**config.mk**
```make
export PLATFORM = sky130hd
export DESIGN_NAME = ext_stack_ptr
export DESIGN_NICKNAME = d
export VERILOG_FILES = /design/src/rtl/xsp_pkg.sv /design/src/rtl/xsp_sfr_decode.sv /design/src/rtl/xsp_step.sv /design/src/rtl/xsp_reg.sv /design/src/rtl/ext_stack_ptr.sv
export SDC_FILE = /design/constraint.sdc
export NUM_CORES = 1
export LEC_CHECK = 0
export BUFFER_PORTS_ARGS = -buffer_cell sky130_fd_sc_hd__buf_4
export CORE_MARGIN = 2
export CORE_UTILIZATION = 50
export DETAILED_ROUTE_END_ITERATION = 8
export PLACE_DENSITY = 0.78
export SYNTH_ARGS = -nofsm -noshare
export SYNTH_HDL_FRONTEND = slang
export SYNTH_SLANG_ARGS = --single-unit
export TNS_END_PERCENT = 100
```
**constraint.sdc**
```tcl
create_clock -name clk -period 5.68 [get_ports clk]
set_input_delay 0 -clock clk [delete_from_list [all_inputs] [get_ports clk]]
set_output_delay 0 -clock clk [all_outputs]
set_load 0.05 [all_outputs]
```
**src/rtl/xsp_pkg.sv**
```systemverilog
package xsp_pkg;
  localparam int LO_W  = 8;
  localparam int HI_W  = 3;
  localparam int PTR_W = LO_W + HI_W;

  localparam logic [7:0] DEF_LO_ADDR = 8'h81;
  localparam logic [7:0] DEF_HI_ADDR = 8'hB7;
  localparam logic [PTR_W-1:0] DEF_RESET = 11'h007;

  typedef logic [PTR_W-1:0] ptr_t;

  // Move the pointer one step. Extended mode: full width. Classic: low byte only.
  function automatic ptr_t ptr_step(input ptr_t p, input logic ext, input logic up);
    ptr_t r;
    logic [LO_W-1:0] lo;
    if (ext) begin
      r = up ? p + ptr_t'(1) : p - ptr_t'(1);
    end else begin
      lo = p[LO_W-1:0];
      lo = up ? lo + LO_W'(1) : lo - LO_W'(1);
      r  = {p[PTR_W-1:LO_W], lo};
    end
    return r;
  endfunction

  // Address seen by the RAM: in classic mode the extension bits are masked.
  function automatic ptr_t eff_addr(input ptr_t p, input logic ext);
    return ext ? p : {{HI_W{1'b0}}, p[LO_W-1:0]};
  endfunction

  // Extended RAM is selected above the internal 256-byte window.
  function automatic logic in_xram(input ptr_t a, input logic ext);
    return ext && (a[PTR_W-1:LO_W] != '0);
  endfunction
endpackage

```
**src/rtl/xsp_sfr_decode.sv**
```systemverilog
module xsp_sfr_decode
  import xsp_pkg::*;
#(
  parameter logic [7:0] LO_ADDR = DEF_LO_ADDR,
  parameter logic [7:0] HI_ADDR = DEF_HI_ADDR
) (
  input  logic             sfr_wr_i,
  input  logic [7:0]       sfr_addr_i,
  input  logic [PTR_W-1:0] ptr_q,
  output logic             wr_lo,
  output logic             wr_hi,
  output logic             hit,
  output logic [7:0]       rdata
);
  logic sel_lo, sel_hi;

  always_comb begin
    sel_lo = (sfr_addr_i == LO_ADDR);
    sel_hi = (sfr_addr_i == HI_ADDR);
    wr_lo  = sfr_wr_i && sel_lo;
    wr_hi  = sfr_wr_i && sel_hi;
    hit    = sel_lo || sel_hi;
    if (sel_lo)      rdata = ptr_q[LO_W-1:0];
    else if (sel_hi) rdata = {{(8-HI_W){1'b0}}, ptr_q[PTR_W-1:LO_W]};
    else             rdata = 8'h00;
  end
endmodule

```
**src/rtl/xsp_step.sv**
```systemverilog
module xsp_step
  import xsp_pkg::*;
(
  input  logic             ext_en,
  input  logic             push_i,
  input  logic             pop_i,
  input  logic             wr_any,
  input  logic [PTR_W-1:0] ptr_q,
  output logic             push_evt,
  output logic             pop_evt,
  output logic [PTR_W-1:0] ptr_moved,
  output logic [PTR_W-1:0] stack_addr,
  output logic             xram_sel
);
  logic [PTR_W-1:0] ptr_up, ptr_dn;

  always_comb begin
    push_evt  = push_i && !pop_i && !wr_any;
    pop_evt   = pop_i && !push_i && !wr_any;
    ptr_up    = ptr_step(ptr_q, ext_en, 1'b1);
    ptr_dn    = ptr_step(ptr_q, ext_en, 1'b0);
    ptr_moved = push_evt ? ptr_up : (pop_evt ? ptr_dn : ptr_q);
    // pre-increment: a push addresses the new top; a pop reads the old top
    stack_addr = eff_addr(push_evt ? ptr_up : ptr_q, ext_en);
    xram_sel   = in_xram(stack_addr, ext_en);
  end
endmodule

```
**src/rtl/xsp_reg.sv**
```systemverilog
module xsp_reg
  import xsp_pkg::*;
#(
  parameter logic [PTR_W-1:0] RESET_VAL = DEF_RESET
) (
  input  logic             clk,
  input  logic             rst_n,
  input  logic             wr_lo,
  input  logic             wr_hi,
  input  logic [7:0]       wdata,
  input  logic [PTR_W-1:0] ptr_moved,
  output logic [PTR_W-1:0] ptr_q
);
  logic [PTR_W-1:0] ptr_d;

  always_comb begin
    ptr_d = ptr_moved;
    if (wr_lo) ptr_d[LO_W-1:0]     = wdata[LO_W-1:0];
    if (wr_hi) ptr_d[PTR_W-1:LO_W] = wdata[HI_W-1:0];
  end

  always_ff @(posedge clk or negedge rst_n) begin
    if (!rst_n) ptr_q <= RESET_VAL;
    else        ptr_q <= ptr_d;
  end
endmodule

```
**src/rtl/ext_stack_ptr.sv**
```systemverilog
module ext_stack_ptr
  import xsp_pkg::*;
#(
  parameter logic [7:0]       LO_ADDR   = DEF_LO_ADDR,
  parameter logic [7:0]       HI_ADDR   = DEF_HI_ADDR,
  parameter logic [PTR_W-1:0] RESET_VAL = DEF_RESET
) (
  input  logic             clk,
  input  logic             rst_n,
  input  logic             ext_en,
  input  logic             push_i,
  input  logic             pop_i,
  input  logic             sfr_wr_i,
  input  logic [7:0]       sfr_addr_i,
  input  logic [7:0]       sfr_wdata_i,
  output logic [7:0]       sfr_rdata_o,
  output logic             sfr_hit_o,
  output logic [PTR_W-1:0] stack_addr_o,
  output logic             xram_sel_o
);
  logic [PTR_W-1:0] ptr_q;
  logic [PTR_W-1:0] ptr_moved;
  logic             wr_lo, wr_hi;
  logic             push_evt, pop_evt;

  xsp_sfr_decode #(.LO_ADDR(LO_ADDR), .HI_ADDR(HI_ADDR)) u_dec (
    .sfr_wr_i  (sfr_wr_i),
    .sfr_addr_i(sfr_addr_i),
    .ptr_q     (ptr_q),
    .wr_lo     (wr_lo),
    .wr_hi     (wr_hi),
    .hit       (sfr_hit_o),
    .rdata     (sfr_rdata_o)
  );

  xsp_step u_step (
    .ext_en    (ext_en),
    .push_i    (push_i),
    .pop_i     (pop_i),
    .wr_any    (wr_lo || wr_hi),
    .ptr_q     (ptr_q),
    .push_evt  (push_evt),
    .pop_evt   (pop_evt),
    .ptr_moved (ptr_moved),
    .stack_addr(stack_addr_o),
    .xram_sel  (xram_sel_o)
  );

  xsp_reg #(.RESET_VAL(RESET_VAL)) u_reg (
    .clk      (clk),
    .rst_n    (rst_n),
    .wr_lo    (wr_lo),
    .wr_hi    (wr_hi),
    .wdata    (sfr_wdata_i),
    .ptr_moved(ptr_moved),
    .ptr_q    (ptr_q)
  );
endmodule

```
==> results_dict.tcl, run 1 <==
set metrics [dict create \
    drt_iter0_drc 134 \
    rsz0062_at_grt "false" \
    grtUsageTotal_pct 28.45 \
    tightest_slew_ns 0.9341 \
    place_ws_ns 3.552 \
    max-vdd-ir-drop_mv 0.2951 \
    area_growth_pct 25.79 \
    drv_slew 0 \
    place_hpwl_um 3273 \
    p_leak_nw 0.7761 \
    hold_viol_final 0 \
    reg2reg_setup_slack_ns 3.58 \
    cts-resized-gates 0 \
    start_util_pct 52.68 \
    drt.antenna.violating_nets 0 \
    io_buffer_count 42 \
    dr.pass1.iters 5 \
    vias_per_cell 6.674 \
    cts.clk_slew.worst_paths_ns 0.08 \
    slew-limit-headroom_pct 37.60 \
    hold_path_class "in -> reg" \
    outcome "finished, final reports clean" \
    start_kind "flip-flop" \
    yosys_warnings 0 \
    worstPathRequired_ns 5.68 \
    end_kind "primary output" \
    synth_fp_nets 218 \
    wl_per_cell_um 17.29 \
    drc 0 \
    netlist_area_um2 1465 \
    final.setup.tns_ns 0 \
    drv_cap 0 \
    drive_gt1_share_pct 24.35 \
    vias 1742 \
    reg_top3 "u_reg.ptr_q: 11 flops" \
    synthFlopType "dfrtp_1" \
    cts_made_buffers 3 \
    clock_sinks 11 \
    final_nets 255 \
    core_area_um2 2781 \
    synth.avg_cell_area_um2 7.552 \
    setup_slack_ns 3.239 \
    setup_viol 0 \
    fillCellCount 246 \
    critPathKind "reg -> out" \
    final_common_cell "buf_4" \
    core.rowCount 19 \
    period_share_pct 42.97 \
    ios 43 \
    n_antenna_cell 0 \
    finalClockSkew_ns 0.0009624 \
    die_w_um 58.13 \
    synth-seq-cells 11 \
    final_cell_mix "buf_4, nand3_1, nand2_1, and3_1, nor3_1" \
    grt-ovfl-total 0 \
    crit_path_max_fanout 8 \
    cts_tree "done" \
    largest_reg_flops 11 \
    cp.arrival_ns 2.44 \
    wl_um 4512 \
    grt_pass1_vias 1589 \
    gp_congestion 0.9868 \
    pwr_density_cell_nw_per_um2 317.5 \
    antenna_found_initial 0 \
    die_h_um 58.13 \
    synthCells 194 \
    htree_levels 1 \
    cts.path.max_buffers 2 \
    synth-seq-area-share_pct 19.04 \
    grt_pass1_wl_um 7521 \
    root_buffer "clkbuf_4" \
    dieArea_um2 3379 \
    finalCriticalPeriod_ns 2.441 \
    synth-edff-count 0 \
    max_freq_ghz 0.4097 \
    clock_latency_ns 0.27 \
    largest-register "u_reg.ptr_q" \
    async_reset_ff_share_pct 100.0 \
    grt_max_degree 19 \
    synth_cell_types 54 \
]
-- metrics by stage --
stage / std cells / area [um2] / util [%] / power, W / hold WS, ns
2_1_floorplan: 194 / 1465 / - / 0.0004189 / -0.2956
3_3_place_gp: 249 / 1737 / 62.44 / 0.0005093 / -0.1543
3_5_place_dp: 249 / 1737 / 62.44 / 0.0005154 / -0.1520
4_1_cts: 261 / 1843 / 66.26 / 0.0005795 / 0.001477
5_1_grt: 261 / 1843 / 66.26 / 0.0006236 / 0.002345
6_report: 261 / 1843 / 66.26 / 0.0005852 / 0.01614
-- cells by family (layout without fill, tap and decap cells) --
logic type               Yosys count  in the layout  share of synthesized area (%)
adder cells (fa/ha/maj)            2              2                          1.708
AND/OR/NAND/NOR                   93             93                          36.21
flip-flops                        11             11                          19.04
AO/OA/AOI/OAI                     48             48                          25.53
multiplexers                       3              3                          2.050
XOR/XNOR                          13             13                          7.771
buffers and inverters             24             60                          7.685
-- path summary, 6_finish.rpt --
check | to | startpoint | cells after the start
worst max register to register | u_reg.ptr_q[9]$_DFFE_PN0P_ | u_reg.ptr_q[4]$_DFFE_PN0P_ | 5
worst min register to register | u_reg.ptr_q[1]$_DFFE_PN1P_ | u_reg.ptr_q[1]$_DFFE_PN1P_ | 2
min in group asynchronous | u_reg.ptr_q[8]$_DFFE_PN0P_ | rst_n | 2
worst max-delay path | xram_sel_o | u_reg.ptr_q[1]$_DFFE_PN1P_ | 7
max in group asynchronous | u_reg.ptr_q[1]$_DFFE_PN1P_ | rst_n | 2
worst min-delay path | u_reg.ptr_q[1]$_DFFE_PN1P_ | sfr_wdata_i[1] | 3
-- synthesized netlist by cell type, types with 3 or more instances --
| cell | n | area share (%) |
|---|---|---|
| nor2_1 | 6 | 1.5 |
| nor3_1 | 11 | 3.8 |
| buf_1 | 3 | 0.77 |
| xor2_1 | 6 | 3.6 |
| dfrtp_1 | 8 | 14 |
| or3_1 | 3 | 1.3 |
| xnor2_1 | 7 | 4.2 |
| nand4_1 | 4 | 1.7 |
| o21ai_0 | 6 | 2.0 |
| nor4_1 | 4 | 1.7 |
| a21oi_1 | 9 | 3.1 |
| a211oi_1 | 3 | 1.5 |
| dfstp_2 | 3 | 5.4 |
| o31ai_1 | 3 | 1.5 |
| inv_1 | 4 | 1.0 |
| and2_1 | 5 | 2.1 |
| clkbuf_1 | 13 | 3.3 |
| and3_1 | 14 | 6.0 |
| mux2i_1 | 3 | 2.0 |
| nand3_1 | 17 | 5.8 |
| nand2_1 | 14 | 3.6 |
| a22o_1 | 3 | 1.8 |
-- power by group --
part | leakage, nW | internal [W] | switching [W]
Clock | 0.0150 | 0.0000272 | 0.0000307
Sequential | 0.115 | 0.000108 | 0.0000566
Combinational | 0.647 | 0.000138 | 0.000225
Total | 0.776 | 0.000273 | 0.000312
-- routing by layer --
metal | share of wire (%) | wire length, um | GRT usage [%] | up-vias
li1 | - | - | - | 818
met1 | 41 | 1840 | 38.45 | 815
met5 | 0 | 0 | 0 | -
met3 | 9.4 | 425 | 3.348 | 8
met2 | 48 | 2175 | 47.08 | 101
met4 | 1.6 | 70 | 9.635 | 0
-- repair_timing --
item,4_1_cts,5_1_grt
buffers inserted,0,0
endpoints found under the hold margin,18,0
hold buffers,8,0
-- area by class of cell --
cell class                 count  area, um2  area share [%]
timing repair buffer          52      410.4           22.27
tap                           31      38.79           2.105
sequential                    11      279.0           15.14
multi-input combinational    159       1074           58.25
clock buffer                   4      26.28           1.426
inverter                       4      15.01          0.8147
-- critical path, stage by stage, from the launching register on --
cell	delay (ns)
dfstp_2	0.60
ha_1	0.20
nand3_1	0.12
nor4_1	0.44
nand3_1	0.17
xnor2_1	0.20
o31a_1	0.25
buf_4	0.19
(Power assumes the default switching activity.)
==> run 2: changes to the inputs <==
Settings changed: CORE_UTILIZATION 50 to 47, PLACE_DENSITY 0.78 to 0.76.
Clock period 5.68 ns to 2 ns, I/O delays scaled along.
==> run 2 against run 1 <==
Compared with the run above: the run now ends with setup timing left; power increased to 3.2 times the previous value; core utilization rose by 5.1 points; global-route usage is 1.6 points lower; non-clock buffer count grew 25; largest cell class unchanged; sequential cell count did not move; highest routed layer unchanged; worst hold slack better by 0.051 ns.
==> results_dict.tcl, run 2 (same netlist as run 1, synthesis figures left out) <==
set metrics [dict create \
    place_ws_ns 0.06320 \
    setup_viol 4 \
    wl_um 4950 \
    cts_tree "done" \
    rsz0062_at_grt "true" \
    antenna_found_initial 0 \
    core.rowCount 20 \
    setup_slack_ns -0.09087 \
    hold_viol_final 0 \
    vias_per_cell 6.438 \
    r2r_start "u_reg.ptr_q[0]$_DFFE_PN1P_" \
    timing.hold.ws_ns 0.06680 \
    dr.pass1.iters 5 \
    wl_per_cell_um 17.19 \
    power_frac_comb_pct 68.3 \
    vias 1854 \
    whs_path_depth 3 \
    grtUsageTotal_pct 26.89 \
    cts.path.max_buffers 2 \
    clock_latency_ns 0.28 \
    cts.clk_slew.worst_paths_ns 0.09 \
    violations "setup timing" \
    final_common_cell "buf_4" \
    startpoint "u_reg.ptr_q[0]$_DFFE_PN1P_" \
    total_power_w 0.001886 \
    cp.arrival_ns 2.09 \
    area_growth_pct 46.20 \
    grt_max_degree 17 \
    ios 43 \
    critPathSlowestCell "dfstp_2" \
    grt_pass1_wl_um 7410 \
    die_w_um 59.84 \
    reg2reg_setup_slack_ns 0.07 \
    p_sw_w 0.0009821 \
    drv_slew 0 \
    drt_iter0_drc 119 \
    grt_pass1_vias 1613 \
    finalCriticalPeriod_ns 2.091 \
    rr_worst_depth 6 \
    final_cell_mix "buf_4, nand3_1, nand2_1" \
    drv_cap 0 \
    grt-ovfl-total 0 \
    start_kind "flip-flop" \
    worstPathRequired_ns 2.00 \
    largest_reg_flops 11 \
    die_h_um 59.84 \
    critPathKind "reg -> out" \
    clock_power_share_pct 9.1 \
    crit_buf_inv 2 \
    finalClockSkew_ns 0.009218 \
    cts_made_buffers 3 \
    p_seq_share_pct 22.6 \
    end_kind "primary output" \
    n_antenna_cell 0 \
    core_area_um2 3003 \
    gp_congestion 1.001 \
    crit_path_max_fanout 6 \
    crit_end "xram_sel_o" \
    critical_path.top_delay_family "flip-flops" \
    period_share_pct 104.5 \
    drt.antenna.violating_nets 0 \
    r2r_end "u_reg.ptr_q[8]$_DFFE_PN0P_" \
    drive_gt1_share_pct 36.47 \
    utilization_pct 71.33 \
    cell_internal_pwr_w 0.0009035 \
    largest-register "u_reg.ptr_q" \
    outcome "finished, violations left" \
    max-vdd-ir-drop_mv 1.043 \
    htree_levels 1 \
    max_stage_delay_ns 0.57 \
    io_buffer_count 42 \
    reg_top3 "u_reg.ptr_q: 11 flops" \
    max_freq_ghz 0.4783 \
    tightest_slew_ns 0.5796 \
    switching_share_pct 52.09 \
    start_util_pct 48.79 \
    place_hpwl_um 3436 \
    p_leak_nw 0.9118 \
    root_buffer "clkbuf_4" \
    clock_sinks 11 \
    cp_cell_sequence "buf_4 -> and4_4 -> nand3_2 -> nor3_2 -> xor2_1 -> o31a_1 -> buf_6" \
    cp_num_cells 7 \
    drc 0 \
    slew-limit-headroom_pct 61.22 \
    hold_path_class "in -> reg" \
    final_nets 280 \
    pwr_density_cell_nw_per_um2 880.3 \
    dieArea_um2 3580 \
]
-- run 2: changes by cell type in the layout (fill, tap and decap cells not counted), sizes merged --
cell,change
dlygate4sd3,+1
buf,+24
-- run 2: power groups by stage --
stage / sequential, W / combinational (W) / clock, W
final: 0.000427 / 0.00129 / 0.000171
after global routing: 0.000432 / 0.00137 / 0.000178
after CTS: 0.000411 / 0.00122 / 0.000169
after detailed placement: 0.000400 / 0.00116 / 0
after global placement: 0.000397 / 0.00116 / 0
after floorplan: 0.000352 / 0.000850 / 0
-- run 2: layer usage --
metal / track usage, % / wire (um)
met5: 0 / 0
met4: 6.032 / 60
met2: 45.34 / 2418
met1: 36.56 / 2038
met3: 3.247 / 432
-- run 2: through the flow --
stage               TNS, ns  cells  instance area, um2
floorplan                 0    194                1473
global placement          0    272                1917
detailed placement        0    272                1917
CTS                 -0.1089    286                2102
global route        -0.5554    288                2142
finish              -0.2155    288                2142
-- run 2: worst min path at each step --
stage                     startpoint                          end  slack (ns)
after global placement         rst_n   u_reg.ptr_q[3]$_DFFE_PN0P_       -0.15
after global routing          ext_en  u_reg.ptr_q[10]$_DFFE_PN0P_        0.08
after detailed placement       rst_n  u_reg.ptr_q[10]$_DFFE_PN0P_       -0.15
after floorplan                rst_n  u_reg.ptr_q[10]$_DFFE_PN0P_       -0.30
after CTS                     ext_en  u_reg.ptr_q[10]$_DFFE_PN0P_        0.06
final                         ext_en  u_reg.ptr_q[10]$_DFFE_PN0P_        0.07
-- run 2: timing repair --
item                                    4_1_cts  5_1_grt
pin swaps                                     4        2
hold buffers                                  9        0
resized for setup                            13        6
hold endpoints to repair                     19        0
endpoints found under the setup margin        4        5
setup buffers                                 1        2
-- run 2: layout make-up --
type,count,area [um2]
inverters,4,15.01
multi-input cells,159,1149
repair buffers,77,628.1
clock buffers,4,26.28
flip-flops and latches,11,282.8
fillers,256,860.8
well taps,33,41.29
-- run 2: tightest hold or removal path, cell delays in order --
cell	delay, ns
buf_4	0.15
nand3_1	0.09
a21oi_1	0.07
